--- src/rtl/irq_agg_pkg.sv ---
package irq_agg_pkg;
    localparam int DATA_W   = 8;
    localparam int NUM_REGS = 3;
    localparam int ADDR_W   = 3;

    localparam int STAT_BASE = 0;
    localparam int MASK_BASE = STAT_BASE + NUM_REGS;
    localparam int TICK_BIT  = 6;

    typedef logic [DATA_W-1:0] word_t;

    localparam word_t STAT_RST   [NUM_REGS] = '{8'h01, 8'h01, 8'h00};
    localparam word_t MASK_KEEP  [NUM_REGS] = '{8'hDF, 8'hFF, 8'hCF};
    localparam word_t MASK_RDCLR [NUM_REGS] = '{8'h00, 8'h03, 8'h00};

    // The interrupt line is low after reset whenever any reset status bit is set.
    function automatic logic irq_rst_level();
        logic any;
        any = 1'b0;
        for (int i = 0; i < NUM_REGS; i++) begin
            any = any | (|STAT_RST[i]);
        end
        return ~any;
    endfunction
endpackage

--- src/rtl/irq_status_reg.sv ---
module irq_status_reg #(
    parameter int          DATA_W  = 8,
    parameter logic [7:0]  RST_VAL = 8'h00
) (
    input  logic              clk,
    input  logic              rst_n,
    input  logic              rd_hit,
    input  logic [DATA_W-1:0] evt,
    output logic [DATA_W-1:0] stat
);
    typedef struct packed {
        logic [DATA_W-1:0] bits;
    } stat_state_t;

    stat_state_t st_d, st_q;

    always_comb begin
        st_d = st_q;
        if (rd_hit) begin
            st_d.bits = evt;
        end else begin
            st_d.bits = st_q.bits | evt;
        end
    end

    always_ff @(posedge clk) begin
        if (!rst_n) begin
            st_q.bits <= RST_VAL[DATA_W-1:0];
        end else begin
            st_q <= st_d;
        end
    end

    assign stat = st_q.bits;

    // without a read, no set bit is lost and every event bit lands
    a_r2_sticky_accumulate: assert property (@(posedge clk) disable iff (!rst_n)
        !rd_hit |=> ((stat & ($past(stat) | $past(evt))) == ($past(stat) | $past(evt))));

    // after a read, only bits from the read cycle's events remain
    a_r4_clear_on_read: assert property (@(posedge clk) disable iff (!rst_n)
        rd_hit |=> ((stat & ~$past(evt)) == '0));

    // events coinciding with the read survive it
    a_r5_evt_survives_read: assert property (@(posedge clk) disable iff (!rst_n)
        (rd_hit && (evt != '0)) |=> ((stat & $past(evt)) == $past(evt)));
endmodule

--- src/rtl/irq_mask_reg.sv ---
module irq_mask_reg #(
    parameter int          DATA_W = 8,
    parameter logic [7:0]  KEEP   = 8'hFF,
    parameter logic [7:0]  RDCLR  = 8'h00
) (
    input  logic              clk,
    input  logic              rst_n,
    input  logic              wr_hit,
    input  logic              rd_hit,
    input  logic [DATA_W-1:0] wr_data,
    output logic [DATA_W-1:0] mask
);
    localparam logic [DATA_W-1:0] KEEP_W  = KEEP[DATA_W-1:0];
    localparam logic [DATA_W-1:0] RDCLR_W = RDCLR[DATA_W-1:0];

    typedef struct packed {
        logic [DATA_W-1:0] bits;
    } mask_state_t;

    mask_state_t mk_d, mk_q;

    always_comb begin
        mk_d = mk_q;
        if (wr_hit) begin
            mk_d.bits = wr_data & KEEP_W;
        end else if (rd_hit) begin
            mk_d.bits = mk_q.bits & ~RDCLR_W;
        end
    end

    always_ff @(posedge clk) begin
        if (!rst_n) begin
            mk_q.bits <= '0;
        end else begin
            mk_q <= mk_d;
        end
    end

    assign mask = mk_q.bits;

    // a stored mask holds only writable bits of the written value
    a_r6_write_filter: assert property (@(posedge clk) disable iff (!rst_n)
        wr_hit |=> (mask == ($past(wr_data) & KEEP_W)));

    // a read drops only the self-clearing bits
    a_r7_read_selfclear: assert property (@(posedge clk) disable iff (!rst_n)
        (rd_hit && !wr_hit) |=> (mask == ($past(mask) & ~RDCLR_W)));

    // with no write, nothing outside the read-clear set changes
    a_r9_mask_quiet: assert property (@(posedge clk) disable iff (!rst_n)
        !wr_hit |=> ((mask & ~RDCLR_W) == ($past(mask) & ~RDCLR_W)));
endmodule

--- src/rtl/irq_line_drv.sv ---
module irq_line_drv #(
    parameter int   DATA_W    = 8,
    parameter int   NUM_REGS  = 3,
    parameter logic RST_LEVEL = 1'b1
) (
    input  logic                       clk,
    input  logic                       rst_n,
    input  logic [NUM_REGS*DATA_W-1:0] stat_flat,
    input  logic [NUM_REGS*DATA_W-1:0] mask_flat,
    output logic                       irq_n
);
    typedef struct packed {
        logic line_n;
    } line_state_t;

    line_state_t ln_d, ln_q;
    logic        pending;

    always_comb begin
        pending   = |(stat_flat & ~mask_flat);
        ln_d      = ln_q;
        ln_d.line_n = ~pending;
    end

    always_ff @(posedge clk) begin
        if (!rst_n) begin
            ln_q.line_n <= RST_LEVEL;
        end else begin
            ln_q <= ln_d;
        end
    end

    assign irq_n = ln_q.line_n;

    // the line reflects last cycle's unmasked pending state
    a_r8_irq_follows: assert property (@(posedge clk) disable iff (!rst_n)
        1'b1 |=> (irq_n == ~|($past(stat_flat) & ~$past(mask_flat))));
endmodule

--- src/rtl/irq_status_agg.sv ---
module irq_status_agg
    import irq_agg_pkg::*;
(
    input  logic              clk,
    input  logic              rst_n,
    input  logic [ADDR_W-1:0] addr,
    input  logic              wr_en,
    input  logic [DATA_W-1:0] wr_data,
    input  logic              rd_en,
    output logic [DATA_W-1:0] rd_data,
    input  logic [DATA_W-1:0] evt_a,
    input  logic [DATA_W-1:0] evt_b,
    input  logic [DATA_W-1:0] evt_c,
    input  logic              sec_tick,
    output logic              irq_n
);
    localparam int   FLAT_W    = NUM_REGS * DATA_W;
    localparam logic IRQ_RST_N = irq_rst_level();

    logic [FLAT_W-1:0] evt_flat;
    logic [FLAT_W-1:0] stat_flat;
    logic [FLAT_W-1:0] mask_flat;
    logic [DATA_W-1:0] tick_vec;

    always_comb begin
        tick_vec           = '0;
        tick_vec[TICK_BIT] = sec_tick;
        evt_flat           = {evt_c, evt_b, evt_a | tick_vec};
    end

    for (genvar g = 0; g < NUM_REGS; g++) begin : g_pair
        logic st_rd, mk_rd, mk_wr;

        assign st_rd = rd_en && (addr == ADDR_W'(STAT_BASE + g));
        assign mk_rd = rd_en && (addr == ADDR_W'(MASK_BASE + g));
        assign mk_wr = wr_en && (addr == ADDR_W'(MASK_BASE + g));

        irq_status_reg #(
            .DATA_W  (DATA_W),
            .RST_VAL (STAT_RST[g])
        ) u_stat (
            .clk    (clk),
            .rst_n  (rst_n),
            .rd_hit (st_rd),
            .evt    (evt_flat[g*DATA_W +: DATA_W]),
            .stat   (stat_flat[g*DATA_W +: DATA_W])
        );

        irq_mask_reg #(
            .DATA_W (DATA_W),
            .KEEP   (MASK_KEEP[g]),
            .RDCLR  (MASK_RDCLR[g])
        ) u_mask (
            .clk     (clk),
            .rst_n   (rst_n),
            .wr_hit  (mk_wr),
            .rd_hit  (mk_rd),
            .wr_data (wr_data),
            .mask    (mask_flat[g*DATA_W +: DATA_W])
        );
    end

    always_comb begin
        rd_data = '0;
        if (rd_en) begin
            for (int i = 0; i < NUM_REGS; i++) begin
                if (addr == ADDR_W'(STAT_BASE + i)) rd_data = stat_flat[i*DATA_W +: DATA_W];
                if (addr == ADDR_W'(MASK_BASE + i)) rd_data = mask_flat[i*DATA_W +: DATA_W];
            end
        end
    end

    irq_line_drv #(
        .DATA_W    (DATA_W),
        .NUM_REGS  (NUM_REGS),
        .RST_LEVEL (IRQ_RST_N)
    ) u_line (
        .clk       (clk),
        .rst_n     (rst_n),
        .stat_flat (stat_flat),
        .mask_flat (mask_flat),
        .irq_n     (irq_n)
    );

    // unmapped addresses read as zero
    a_r9_unmapped_zero: assert property (@(posedge clk) disable iff (!rst_n)
        (rd_en && (addr >= ADDR_W'(MASK_BASE + NUM_REGS))) |-> (rd_data == '0));

    // a tick lands in status register 0 bit 6
    a_r3_tick_sets_bit: assert property (@(posedge clk) disable iff (!rst_n)
        sec_tick |=> stat_flat[STAT_BASE*DATA_W + TICK_BIT]);
endmodule

--- config.mk ---
export PLATFORM = sky130hd
export DESIGN_NAME = irq_status_agg
export DESIGN_NICKNAME = d
export VERILOG_FILES = /design/src/rtl/irq_agg_pkg.sv /design/src/rtl/irq_status_reg.sv /design/src/rtl/irq_mask_reg.sv /design/src/rtl/irq_line_drv.sv /design/src/rtl/irq_status_agg.sv
export SDC_FILE = /design/constraint.sdc
export NUM_CORES = 1
export LEC_CHECK = 0
export CORE_MARGIN = 4
export CORE_UTILIZATION = 30
export CTS_CLUSTER_DIAMETER = 30
export DETAILED_ROUTE_END_ITERATION = 12
export PLACE_DENSITY = 0.56
export SLEW_MARGIN = 25
export SYNTH_ARGS = -nofsm -noshare
export SYNTH_HDL_FRONTEND = slang
export SYNTH_SLANG_ARGS = --single-unit
--- constraint.sdc ---
create_clock -name clk -period 3.8 [get_ports clk]
set_clock_uncertainty 0.2 [all_clocks]
set_input_delay 0.76 -clock clk [delete_from_list [all_inputs] [get_ports clk]]
set_output_delay 0.76 -clock clk [all_outputs]
set_load 0.03 [all_outputs]
Word level (Yosys, flattened, before mapping)
Index checks and enable logic that the tools add are counted.
Word-level totals
  output and inout port bits: 9
  word-level logic and storage cells: 42
  bits in registers: 46
  bits of input ports: 40
Operators by class
  multiplexer cells: 12
  reductions and logical operators: 10
  equal/unequal tests: 5
  bitwise operators: 7
Operators with widths (number)
  8-bit two-way mux: 11
  24-bit AND: 1
  24-bit inverter: 1
  8-bit OR: 3
  24-bit OR reduction: 1
  8-bit by 7-bit OR with 8-bit output: 1
  1-bit logical AND: 7
  3-bit by 2-bit == test with 1-bit output, second input constant: 2
  3-bit == test, second input constant: 2
  3-bit by 1-bit == test with 1-bit output, second input constant: 1
  3-bit logical NOT: 1
  2-bit two-way mux: 1
  2-bit nonzero test: 1
  1-bit inverter: 1

Logic depth before layout (Yosys ltp)
  word-level depth: 8
  gate-level depth with buffers: 7
  mapped depth without buffers: 4

Modules after synthesis
A second synthesis with hierarchy kept.
Second synthesis, totals
  cells, all modules: 292
  area, all modules: 2645.0 um2
By module, submodules not included
  irq_status_reg: cells an instance 25, instances 3, area each 275.3 um2, seq. area each 160.2 um2
  irq_status_agg: cells an instance 107, instances 1, area each 762.0 um2, seq. area each 0.0 um2
  irq_mask_reg (g_pair[1].u_mask): cells an instance 25, instances 1, area each 306.5 um2, seq. area each 160.2 um2
  irq_mask_reg (g_pair[0].u_mask): cells an instance 24, instances 1, area each 276.5 um2, seq. area each 140.1 um2
  irq_mask_reg (g_pair[2].u_mask): cells an instance 22, instances 1, area each 247.7 um2, seq. area each 120.1 um2
  irq_line_drv: cells an instance 39, instances 1, area each 226.5 um2, seq. area each 20.0 um2

Worst setup path before layout
Ideal clock, no wire load.
  kind: input to output
  start: in addr[2]
  end: out rd_data[7]
  setup slack: 0.929 ns
  stages on the path: 6
  arrival time: 1.911 ns
  cell sequence: buf_2 > clkbuf_1 > o21ai_0 > a21oi_1 > a311oi_1 > nor2_1
Between the ends
  cells in the longest elaborated chain, start to end: 8
  elaborated cells between the ends (all ways): 13
  those cells by class: eq/ne (5); mux (7); reduce/logical (1)
RTL lines
  from (decl): line irq_status_agg.sv:6  | input logic [ADDR_W-1:0] addr,
  3-bit logical NOT: line irq_status_agg.sv:67  | if (addr == ADDR_W'(STAT_BASE + i)) rd_data = stat_flat[i*DATA_W +: DATA_W];
  8-bit two-way mux: line irq_status_agg.sv:67
  8-bit two-way mux: line irq_status_agg.sv:68  | if (addr == ADDR_W'(MASK_BASE + i)) rd_data = mask_flat[i*DATA_W +: DATA_W];
  8-bit two-way mux: line irq_status_agg.sv:67
  8-bit two-way mux: line irq_status_agg.sv:68
  8-bit two-way mux: line irq_status_agg.sv:67
  8-bit two-way mux (*): line irq_status_agg.sv:68
  8-bit two-way mux (*): line irq_status_agg.sv:65  | if (rd_en) begin
  to (decl): line irq_status_agg.sv:10  | output logic [DATA_W-1:0] rd_data,
Mark *: on every way between the ends. The rest lies on a longest branch, timed or not.

Worst setup path in the final report
  start: in addr[0]
  end: out rd_data[5]
The elaborated chain is that of the path after synthesis.

==> metrics.txt <==
WL/cell=15.8 microns; Area after DPL=0.00282 sq mm; final setup TNS=0 ps; CP Capture Type=output pin; peak supply drop=0.000115 V; hold_buf cts=0; post-cts resize count=0; Internal Power=787 uW; Rows=31; Synth cell types=39; vias in the first global route=1979; r2r setup slk=2230 ps; CP required=2840 ps; worst hold path class=reg2reg; Worst-Margin Slew=478 ps; Die Ht=94.9 microns; DR iter-0 viols=152; clock share of power=0.342; worst r2r src=g_pair[0].u_stat.stat[3]; Pins Over Slew Limit=0; Fmax achieved=278 MHz; Fill cells=778; CTS tree=built; highest-count cells in the layout ignoring fill and taps=46 x dfxtp_1, 41 x nor2b_1, 41 x clkdlybuf4s50_1; Nets=353; TritonCTS Buffers=5; largest net degree at the start of global routing=46; clock buffer depth=2; Ys Warns=0; Seq/Total Area, Yosys=0.406; DP Wirelength=5020 microns; Diodes inserted=0; Multi-input gate area=0.00120 sq mm; drc violations=0; Sw Share=0.244; CP endpoint=rd_data[5]; Leak=1.10 nW; Synth Register Bits=46; final hold viol count=0; vias per cell=4.86; Final Worst Setup Slack=200 ps; crit-path max FO=31; commonest non-fill, non-tap cell in the layout=dfxtp_1; Max Cap Violations=0; RSZ-0062 raised after global routing=false; first-pass GRT wire length=10100 microns; GRT Overall Usage=0.149; pre-CTS WS=216 ps; vias=2009; CP arrival=2640 ps; Slew HR=0.679; R2R cell count=4; IO Pins=49; Hold WS=289 ps; class of the most critical setup path=in2out; Total Wirelength=6520 microns; fin crit share=0.947; Initial Util=0.311; Die ar.=0.00901 sq mm; H-tree Lvls=2; Avg Inst Size Synth=8.43 sq um; Skew-Pair Late Insertion Delay=300 ps; status=complete, no violations; part of the power in registers=0.505; share of layout cells above drive strength 1=0.0860; cell area power density=356 mW/mm^2; Tmin final=3600 ps; Clk pin slew, worst setup/hold paths=80 ps; Synth Net Count=309; Combinational Power Share=0.154; clock root cell=clkbuf_8; PortBufs=48; Final Power=1.04 mW; P&R area growth vs syn=29.1%; Finished Cell Area=0.00293 sq mm; CTS Sinks=46; core region area=0.00729 sq mm; most common flop cell mapped by yosys=dfxtp_1; switching pwr=254 uW; first drt pass iteration count=5; Final Setup Violations=0; Syn Inst Count=269; count of flip-flops with a built-in enable after synthesis=0; postcts setup bufs=0; CP startpoint kind=input port; register area=921 sq um; gr ovfl total=0; RD Place Congestion=0.837; FF-to-FF End=u_line.irq_n; Critical path origin=addr[0]; Mapped Area=0.00227 sq mm; ys async rst share=0; Die X=94.9 microns; initial antenna violation count=0; ANT nets after route=0
## synthesized netlist by cell type, types with 6 or more instances
| master | instances | area (sq um) |
|---|---|---|
| dfxtp_1 | 46 | 921 |
| buf_2 | 6 | 30.0 |
| o21ai_0 | 6 | 30.0 |
| a21boi_0 | 13 | 97.6 |
| clkbuf_1 | 9 | 33.8 |
| nand3_1 | 6 | 30.0 |
| a21oi_1 | 28 | 140 |
| inv_1 | 14 | 52.6 |
| nor2b_1 | 41 | 257 |
| mux2i_1 | 11 | 110 |
| nand2_1 | 32 | 120 |
| a22oi_1 | 7 | 52.6 |
## worst min-delay path by stage
stage / startpoint / endpoint / depth (start not counted)
5_1_grt: g_pair[0].u_mask.mask[0] / g_pair[0].u_mask.mask[0] / 2
4_1_cts: g_pair[0].u_mask.mask[6] / g_pair[0].u_mask.mask[6] / 2
3_5_place_dp: g_pair[0].u_mask.mask[6] / g_pair[0].u_mask.mask[6] / 2
3_3_place_gp: g_pair[0].u_mask.mask[6] / g_pair[0].u_mask.mask[6] / 2
2_1_floorplan: g_pair[1].u_stat.stat[0] / g_pair[1].u_stat.stat[0] / 2
6_report: g_pair[0].u_mask.mask[6] / g_pair[0].u_mask.mask[6] / 2
## layer usage
metal | part of all wire | GRT usage | vias to the layer above
li1 | - | - | 1023
met1 | 0.45 | 0.196 | 919
met2 | 0.46 | 0.244 | 57
met3 | 0.060 | 0.0287 | 10
met4 | 0.020 | 0.0505 | 0
met5 | 0 | 0 | -
## stage by stage
step	utilization	cells
after global routing	0.401	413
after detailed placement	0.386	405
after floorplan	-	269
after global placement	0.386	405
after CTS	0.401	413
final	0.401	413
## worst max-delay path, stage by stage
cell and delay, ps:
clkdlybuf4s50_1 550, buf_4 330, nor2_1 90, nand2_1 70, and4_1 180, clkdlybuf4s50_1 660
## power by group through the flow
stage	Combinational (mW)	Sequential (mW)	Clock, mW
2_1_floorplan	0.0921	0.526	0
3_3_place_gp	0.160	0.537	0
3_5_place_dp	0.160	0.537	0
4_1_cts	0.161	0.526	0.368
5_1_grt	0.175	0.528	0.387
6_report	0.160	0.525	0.356
## cell families after synthesis
| group | count (synthesis) | share of synthesized area |
|---|---|---|
| AOI/OAI and AO/OA | 73 | 0.210 |
| muxes | 14 | 0.0635 |
| DFF | 46 | 0.406 |
| and+or+nand+nor | 103 | 0.254 |
| buffers and inverters | 33 | 0.0662 |
## layout make-up
type / count / share of cell area
inverter: 14 / 0.0180
sequential: 46 / 0.315
timing repair buffer: 56 / 0.179
multi-input combinational: 190 / 0.409
tap: 99 / 0.0423
clock inverter: 2 / 0.0128
clock buffer: 6 / 0.0248
## sequential cells by signal, indices dropped and copies added (netlist names)
signal	cells
g_pair.u_stat.stat	24
u_line.irq_n	1
g_pair.u_mask.mask	21
Note: power is estimated with default switching activity, not from simulation.
